File: config.mk
export PLATFORM = sky130hd
export DESIGN_NAME = romport_seq
export DESIGN_NICKNAME = d
export VERILOG_FILES = /design/src/rtl/romport_pkg.sv /design/src/rtl/romport_rst_sync.sv /design/src/rtl/romport_addr_gen.sv /design/src/rtl/romport_hold_timer.sv /design/src/rtl/romport_seq.sv
export SDC_FILE = /design/constraint.sdc
export NUM_CORES = 1
export LEC_CHECK = 0
export CAP_MARGIN = 20
export CORE_ASPECT_RATIO = 1.2
export CORE_MARGIN = 4
export CORE_UTILIZATION = 48
export DETAILED_ROUTE_END_ITERATION = 6
export PLACE_DENSITY = 0.86
export SLEW_MARGIN = 20
export SYNTH_ARGS = -nofsm -noshare
export SYNTH_HDL_FRONTEND = slang
export SYNTH_HIERARCHICAL = 1
export SYNTH_SLANG_ARGS = --single-unit
File: constraint.sdc
create_clock -name clk -period 3.3 [get_ports clk]
set_input_delay 0.33 -clock clk [delete_from_list [all_inputs] [get_ports clk]]
set_output_delay 0.33 -clock clk [all_outputs]
set_load 0.005 [all_outputs]
File: src/rtl/romport_pkg.sv
package romport_pkg;
  localparam int BYTE_W      = 8;
  localparam int CTL_W       = 16;
  localparam int CTL_RD_BIT  = 14;
  localparam int CTL_WR_BIT  = 13;
  localparam int CTL_SEL_BIT = 12;

  typedef enum logic [1:0] {
    ST_IDLE = 2'd0,
    ST_ADDR = 2'd1,
    ST_HOLD = 2'd2,
    ST_CLR  = 2'd3
  } seq_state_t;

  function automatic logic [CTL_W-1:0] op_word(input logic wr, input logic [BYTE_W-1:0] d);
    logic [CTL_W-1:0] w;
    w = '0;
    w[CTL_SEL_BIT] = 1'b1;
    if (wr) begin
      w[CTL_WR_BIT]   = 1'b1;
      w[BYTE_W-1:0]   = d;
    end else begin
      w[CTL_RD_BIT]   = 1'b1;
    end
    return w;
  endfunction
endpackage

File: src/rtl/romport_rst_sync.sv
module romport_rst_sync (
  input  logic clk,
  input  logic rst_n,
  output logic rst_n_sync
);
  logic [1:0] chain_q;

  always_ff @(posedge clk or negedge rst_n) begin
    if (!rst_n) chain_q <= 2'b00;
    else        chain_q <= {chain_q[0], 1'b1};
  end

  assign rst_n_sync = chain_q[1];
endmodule

File: src/rtl/romport_addr_gen.sv
module romport_addr_gen #(
  parameter int          ADDR_W = 18,
  parameter int          CH_W   = 2,
  parameter int          IDX_W  = 8,
  parameter logic [31:0] BASE   = 32'h000C_0000,
  parameter logic [31:0] STRIDE = 32'h0002_0000
) (
  input  logic [CH_W-1:0]   chan,
  input  logic [IDX_W-1:0]  idx,
  output logic [ADDR_W-1:0] addr
);
  localparam int NUM_CH = 1 << CH_W;

  logic [ADDR_W-1:0] ch_base [NUM_CH];

  // Per-channel base offsets, wrapped to the port address width.
  for (genvar g = 0; g < NUM_CH; g++) begin : g_base
    localparam logic [31:0] FULL = BASE + 32'(g) * STRIDE;
    assign ch_base[g] = FULL[ADDR_W-1:0];
  end

  assign addr = ch_base[chan] + (ADDR_W'(idx) << 2);
endmodule

File: src/rtl/romport_hold_timer.sv
module romport_hold_timer #(
  parameter int HOLD = 20
) (
  input  logic clk,
  input  logic rst_n,
  input  logic start,
  input  logic run,
  output logic last
);
  localparam int CNT_W = $clog2(HOLD + 1);

  logic [CNT_W-1:0] cnt_q, cnt_d;
  logic             cnt_en;

  always_comb begin
    cnt_en = start | run;
    cnt_d  = start ? '0 : cnt_q + 1'b1;
  end

  always_ff @(posedge clk or negedge rst_n) begin
    if (!rst_n)      cnt_q <= '0;
    else if (cnt_en) cnt_q <= cnt_d;
  end

  assign last = run && (cnt_q == CNT_W'(HOLD - 1));
endmodule

File: src/rtl/romport_seq.sv
module romport_seq
  import romport_pkg::*;
#(
  parameter int          ADDR_W = 18,
  parameter int          CH_W   = 2,
  parameter int          IDX_W  = 8,
  parameter int          WIN_W  = 16,
  parameter int          HOLD   = 20,
  parameter logic [31:0] BASE   = 32'h000C_0000,
  parameter logic [31:0] STRIDE = 32'h0002_0000
) (
  input  logic              clk,
  input  logic              rst_n,
  input  logic              req,
  input  logic              req_wr,
  input  logic [CH_W-1:0]   req_chan,
  input  logic [IDX_W-1:0]  req_idx,
  input  logic [WIN_W-1:0]  req_wdata,
  output logic              busy,
  output logic              ack,
  output logic [BYTE_W-1:0] rd_data,
  output logic [ADDR_W-1:0] port_addr,
  output logic [CTL_W-1:0]  port_ctl,
  input  logic [CTL_W-1:0]  port_rdata
);
  logic rst_i;

  romport_rst_sync u_rst (
    .clk        (clk),
    .rst_n      (rst_n),
    .rst_n_sync (rst_i)
  );

  logic [ADDR_W-1:0] gen_addr;

  romport_addr_gen #(
    .ADDR_W (ADDR_W),
    .CH_W   (CH_W),
    .IDX_W  (IDX_W),
    .BASE   (BASE),
    .STRIDE (STRIDE)
  ) u_addr (
    .chan (req_chan),
    .idx  (req_idx),
    .addr (gen_addr)
  );

  seq_state_t state_q, state_d;
  logic              hold_last;

  romport_hold_timer #(.HOLD(HOLD)) u_timer (
    .clk   (clk),
    .rst_n (rst_i),
    .start (state_q == ST_ADDR),
    .run   (state_q == ST_HOLD),
    .last  (hold_last)
  );

  logic [ADDR_W-1:0] addr_q;
  logic [CTL_W-1:0]  ctl_q, ctl_d;
  logic              wr_q;
  logic [BYTE_W-1:0] wd_q, rdat_q;
  logic              accept, ctl_en, rdat_en;

  // Upper bits of the wide inputs are dropped on purpose.
  logic unused_hi;
  assign unused_hi = ^{req_wdata[WIN_W-1:BYTE_W], port_rdata[CTL_W-1:BYTE_W]};

  always_comb begin
    accept  = req && (state_q == ST_IDLE);
    state_d = state_q;
    ctl_d   = ctl_q;
    ctl_en  = 1'b0;
    rdat_en = 1'b0;
    unique case (state_q)
      ST_IDLE: if (req) state_d = ST_ADDR;
      ST_ADDR: begin
        state_d = ST_HOLD;
        ctl_d   = op_word(wr_q, wd_q);
        ctl_en  = 1'b1;
      end
      ST_HOLD: if (hold_last) begin
        state_d = ST_CLR;
        ctl_d   = '0;
        ctl_en  = 1'b1;
        rdat_en = !wr_q;
      end
      ST_CLR:  state_d = ST_IDLE;
      default: state_d = ST_IDLE;
    endcase
  end

  always_ff @(posedge clk or negedge rst_i) begin
    if (!rst_i) begin
      state_q <= ST_IDLE;
      addr_q  <= '0;
      ctl_q   <= '0;
      wr_q    <= 1'b0;
      wd_q    <= '0;
      rdat_q  <= '0;
    end else begin
      state_q <= state_d;
      if (accept) begin
        addr_q <= gen_addr;
        wr_q   <= req_wr;
        wd_q   <= req_wdata[BYTE_W-1:0];
      end
      if (ctl_en)  ctl_q  <= ctl_d;
      if (rdat_en) rdat_q <= port_rdata[BYTE_W-1:0];
    end
  end

  assign busy      = (state_q != ST_IDLE);
  assign ack       = (state_q == ST_CLR);
  assign rd_data   = rdat_q;
  assign port_addr = addr_q;
  assign port_ctl  = ctl_q;
endmodule

==> impl_metrics.tcl, run 1 <==
set metrics [dict create \
    syn_inst 189 \
    post_synth.cell_area_avg_um2 12.9 \
    cts_tree "built" \
    rsz0062_at_grt "no" \
    grt_antenna_before_repair 0 \
    hp-class "in -> async" \
    ctsResizeCount 0 \
    cts_max_level 2 \
    yosys.area_share.adder 0.0359 \
    clock_latency_ns 0.30 \
    wl_per_cell_um 14.0 \
    power.leakage_nw 1.40 \
    placed_cell_area_um2 3030 \
    drt_iter0_markers 45 \
    max_slew_margin 0.562 \
    cp.required_ns 3.48 \
    syn-cell-area_um2 2440 \
    synth_cell_type_count 27 \
    fmax_ghz 0.452 \
    peakVddDrop_mv 0.462 \
    period_minus_slack_ns 2.21 \
    outcome "complete, no violations" \
    hold_viol 0 \
    drtPass1Iterations 4 \
    die_x_um 73.1 \
    grt_max_degree 31 \
    grt_pass1_vias 1590 \
    synth_top_family_by_area "multiplexers" \
    fin_skew_ns 0.00576 \
    maxSlewViolCount 0 \
    ant_nets 0 \
    layout_setup_ws_ns 1.09 \
    synth_xor_area_frac 0.00359 \
    synth_seq_area_share 0.564 \
    synthSimpleGateAreaFrac 0.0677 \
    ys_ff_latch 55 \
    timing.max_cap.violations 0 \
    synth-compound-area-share 0.0343 \
    initial_core_util 0.494 \
    tightest_slew_ns 0.654 \
    synthMuxAreaShare 0.195 \
    clkSinkCount 55 \
    final_area_um2 3170 \
    syn_to_final_growth_pct 29.7 \
    fin_setup_tns_ns 0 \
    dp_slack_ns 1.10 \
    r2r_slack_ns 1.09 \
    ys.flop_type "dfrtp_1" \
    synth_warnings 6 \
    synth-edff-count 0 \
    critical_path_class "reg -> reg" \
    wl_um 4330 \
    r2r_start "state_q[0]" \
    start_kind "flip-flop" \
    min_period_over_period 0.670 \
    vias 1485 \
    placementRows 28 \
    timing.rr.end "rd_data[7]" \
    place.gp.congestion 0.668 \
    ios 90 \
    grt-ovfl-total 0 \
    final_core_util 0.641 \
    synthArstFlopShare 1.00 \
    setup_violations 0 \
    post_cts_buffers 0 \
    via_per_inst 4.81 \
    drive_gt1_frac 0.209 \
    layout.nets 301 \
    track_usage 0.147 \
    mostFrequentLayoutCells "67 x clkdlybuf4s50_1, 54 x dfrtp_1, 35 x mux2_2" \
    hpwlAfterDp_um 3200 \
    cp.arrival_ns 2.40 \
    die_area_um2 6300 \
    drc 0 \
    cts_root_buf "clkbuf_8" \
    cp-endpoint "rd_data[7]" \
    die_h_um 86.1 \
    grt_pass1_wl_um 7220 \
    insertedDiodeCount 0 \
    power_per_cell_area_nw_per_um2 839 \
    postCtsHoldBufs 0 \
    finalPower_w 0.00266 \
    cts_made_buffers 5 \
    r2r_cells 6 \
    endpoint_kind "flip-flop" \
    startpoint "state_q[0]" \
    clockBufferDepth 2 \
    coreArea_um2 4940 \
    clk_pin_slew_ns 0.10 \
    crit_fanout 12 \
    final_common_cell "clkdlybuf4s50_1" \
    io_buffers 67 \
]
==> worst min-delay path by stage <==
stage / start / to / slack [ns] / cells after the start
after floorplan: rst_n / u_rst/chain_q[0] / 0.03 / 0
after global placement: u_rst/chain_q[1] / wd_q[0] / 0.25 / 0
after detailed placement: u_rst/chain_q[1] / wd_q[0] / 0.26 / 0
after CTS: rst_n / u_rst/chain_q[0] / 0.17 / 1
after global routing: rst_n / u_rst/chain_q[0] / 0.16 / 1
final: rst_n / u_rst/chain_q[0] / 0.18 / 1
==> layer usage <==
metal | GRT usage | share of wire | wire [um]
met3 | 0.0363 | 0.066 | 286
met1 | 0.186 | 0.43 | 1850
met4 | 0.0302 | 0.0039 | 17
met5 | 0 | 0 | 0
met2 | 0.253 | 0.50 | 2170
==> report_power, final <==
part	switching [W]	internal [W]
registers	0.000160	0.000939
clock network	0.000211	0.000302
logic	0.000395	0.000651
==> registers in the layout (all words and copies together) (netlist names) <==
name           flops
rd_data            8
u_timer/cnt_q      5
u_rst/chain_q      2
port_ctl          11
port_addr         18
wd_q               8
wr_q               1
state_q            2
==> layout make-up <==
cell class                 count  area (um^2)
fill                         397         1770
sequential                    55         1380
multi-input combinational    113          877
timing repair buffer          69          686
tap                           60         75.1
clock buffer                   5         68.8
clock inverter                 3         67.6
inverter                       4         15.0
==> cell families after synthesis <==
kind of cell,count (synthesis)
AOI/OAI and AO/OA,14
xor gates and xnor gates,1
adders and majority gates,7
buffers and inverters,33
DFF,55
muxes,42
other,3
and+or+nand+nor,34
==> synth_stat cells, types with 2 or more instances <==
master | instances | share of area
ha_1 | 7 | 0.036
nor2_1 | 6 | 0.0092
buf_6 | 2 | 0.0092
mux2_4 | 2 | 0.012
nand4_1 | 2 | 0.0051
mux2i_1 | 4 | 0.016
and2b_1 | 2 | 0.0061
nand2_1 | 18 | 0.028
inv_1 | 4 | 0.0061
conb_1 | 3 | 0.0046
nand3b_1 | 2 | 0.0061
buf_4 | 24 | 0.074
mux2_2 | 35 | 0.16
o21ai_0 | 10 | 0.021
dfrtp_1 | 55 | 0.56
buf_2 | 2 | 0.0041
==> worst max-delay path: stages (launching register included) <==
cell and delay [ns]:
dfrtp_1 0.42, inv_1 0.16, ha_1 0.48, nand4b_1 0.14
nor2_1 0.29, nand3b_2 0.26, mux2_2 0.35
==> stage by stage <==
step / cells / hold WS (ns)
after floorplan: 201 / 0.0344
after global placement: 301 / 0.246
after detailed placement: 301 / 0.264
after CTS: 309 / 0.170
after global routing: 309 / 0.157
final: 309 / 0.176
Power figures use the tool's default switching activity.
==> run 2, diff against run 1 <==
CORE_UTILIZATION = 40   (was 48)
PLACE_DENSITY = 0.76   (was 0.86)
clock period = 1.89 ns   (was 3.3 ns; I/O delays follow)
==> run 2 against run 1 <==
  * Flip-flop and latch count is the same
  * Design area rose by 1.2%
  * First-iteration DRC count shrank 44%
  * Global-route usage decreased by 1.9 points
  * Utilization decreased by 8.7 points
==> impl_metrics.tcl, run 2 (same netlist as run 1, synthesis figures left out) <==
set metrics [dict create \
    placementRows 30 \
    largest_reg_flops 18 \
    cp.required_ns 2.08 \
    r2r_start "u_timer/cnt_q[0]" \
    grt_most_used_layer "met2" \
    filler_cell_count 534 \
    grt_max_degree 33 \
    syn_to_final_growth_pct 31.3 \
    clockBufferDepth 2 \
    tightest_slew_ns 0.501 \
    cp.arrival_ns 1.93 \
    cpPeakStageDelay_ns 0.41 \
    grt_pass1_wl_um 7420 \
    ios 90 \
    setup_violations 0 \
    clk_pin_slew_ns 0.10 \
    timing.max_cap.violations 0 \
    outcome "complete, no violations" \
    grt-ovfl-total 0 \
    place.gp.congestion 0.747 \
    cts_max_level 2 \
    layout.nets 306 \
    r2r_cells 5 \
    start_kind "flip-flop" \
    cts_tree "built" \
    cts_root_buf "clkbuf_8" \
    maxSlewViolCount 0 \
    insertedDiodeCount 0 \
    final_common_cell "clkdlybuf4s50_1" \
    coreArea_um2 5780 \
    final_area_um2 3210 \
    track_usage 0.128 \
    critical_path_class "reg -> reg" \
    initial_core_util 0.422 \
    rsz0062_at_grt "no" \
    grt_antenna_before_repair 0 \
    drc 0 \
    drive_gt1_frac 0.220 \
    hold_viol 0 \
    mostFrequentLayoutCells "66 x clkdlybuf4s50_1, 54 x dfrtp_1, 35 x mux2_2" \
    die_x_um 79.3 \
    hp-class "in -> async" \
    power_per_cell_area_nw_per_um2 1390 \
    max_slew_margin 0.666 \
    hpwlAfterDp_um 3190 \
    fmax_ghz 0.575 \
    die_area_um2 7420 \
    power.leakage_nw 1.42 \
    grt_use_met3 0.0434 \
    use_met2 0.217 \
    critical_path.cell_chain "ha_1 -> nand4b_1 -> nor2_1 -> nand3b_2 -> mux2_2" \
    met1_usage 0.150 \
    grt_pass1_vias 1562 \
    startpoint "u_timer/cnt_q[0]" \
    wl_per_cell_um 13.2 \
    clock_latency_ns 0.30 \
    r2r_slack_ns 0.15 \
    period_minus_slack_ns 1.74 \
    endpoint_kind "flip-flop" \
    cts_made_buffers 5 \
    peakVddDrop_mv 0.670 \
    via_per_inst 4.44 \
    drt_iter0_markers 25 \
    clkSinkCount 55 \
    slowest_stage "dfrtp_1" \
    wl_um 4400 \
    fin_hold_ws_ns 0.0332 \
    min_period_over_period 0.920 \
    die_h_um 93.6 \
    io_buffers 67 \
    placed_cell_area_um2 3110 \
    crit_fanout 8 \
    drtPass1Iterations 4 \
    ant_nets 0 \
    fin_setup_tns_ns 0 \
    vias 1482 \
    fin_skew_ns 0.00588 \
]
[run 2: changes by cell type in the layout (fill, tap and decap cells not counted), sizes merged]
cell,previous run,this run
clkbuf,5,6
dlymetal6s2s,0,1
clkinv,0,1
buf,2,7
bufinv,2,0
clkdlybuf4s50,67,66
[run 2: final cells by class]
type / instances / area, um^2 / area share
multi-input cells: 113 / 877 / 0.274
clock buffers: 6 / 72.6 / 0.0226
well taps: 80 / 100 / 0.0312
flip-flops and latches: 55 / 1380 / 0.430
repair buffers: 74 / 751 / 0.234
inverters: 4 / 15.0 / 0.00468
clock inverters: 2 / 12.5 / 0.00390
[run 2: power by group]
part           internal, W  switching [W]
Clock             0.000260       0.000371
Combinational      0.00121       0.000701
Sequential         0.00164       0.000267
Total              0.00311        0.00134
[run 2: what timing repair did]
| action | CTS | global route |
|---|---|---|
| hold buffers | 0 | 0 |
| setup buffers | 1 | 0 |
| setup endpoints to repair | 1 | 1 |
| gates resized for setup | 0 | 1 |
| endpoints found under the hold margin | 0 | 0 |
[run 2: path summary, 6_finish.rpt]
path / endpoint
max: rd_data[0]
min: u_rst/chain_q[0]
max in group asynchronous: state_q[1]
min reg2reg: port_addr[3]
max reg2reg: rd_data[0]
min in group clk: u_rst/chain_q[1]
[run 2: critical path: cells and delay by family, from the launching register on]
kind	cells	cell delay [ns]
DFF	1	0.41
muxes	1	0.35
adders and majority gates	1	0.23
and+or+nand+nor	3	0.64
[run 2: per-stage QoR]
stage	util	total power, W	cells	setup WS (ns)
after floorplan	-	0.00292	201	0.0532
after global placement	0.538	0.00380	325	0.161
after detailed placement	0.538	0.00387	325	0.144
after CTS	0.554	0.00454	334	0.0389
after global routing	0.555	0.00481	334	0.0125
final	0.555	0.00445	334	0.150
[run 2: per-layer routing]
| metal | part of all wire | up-vias |
|---|---|---|
| met2 | 0.50 | 55 |
| li1 | - | 719 |
| met4 | 0.013 | 0 |
| met5 | 0 | - |
| met1 | 0.41 | 702 |
| met3 | 0.081 | 6 |
==> run 3, diff against run 2 <==
SLEW_MARGIN = default   (was 20)
==> results of run 3 <==
Final layout, timing and power as in run 2 (identical DEF).
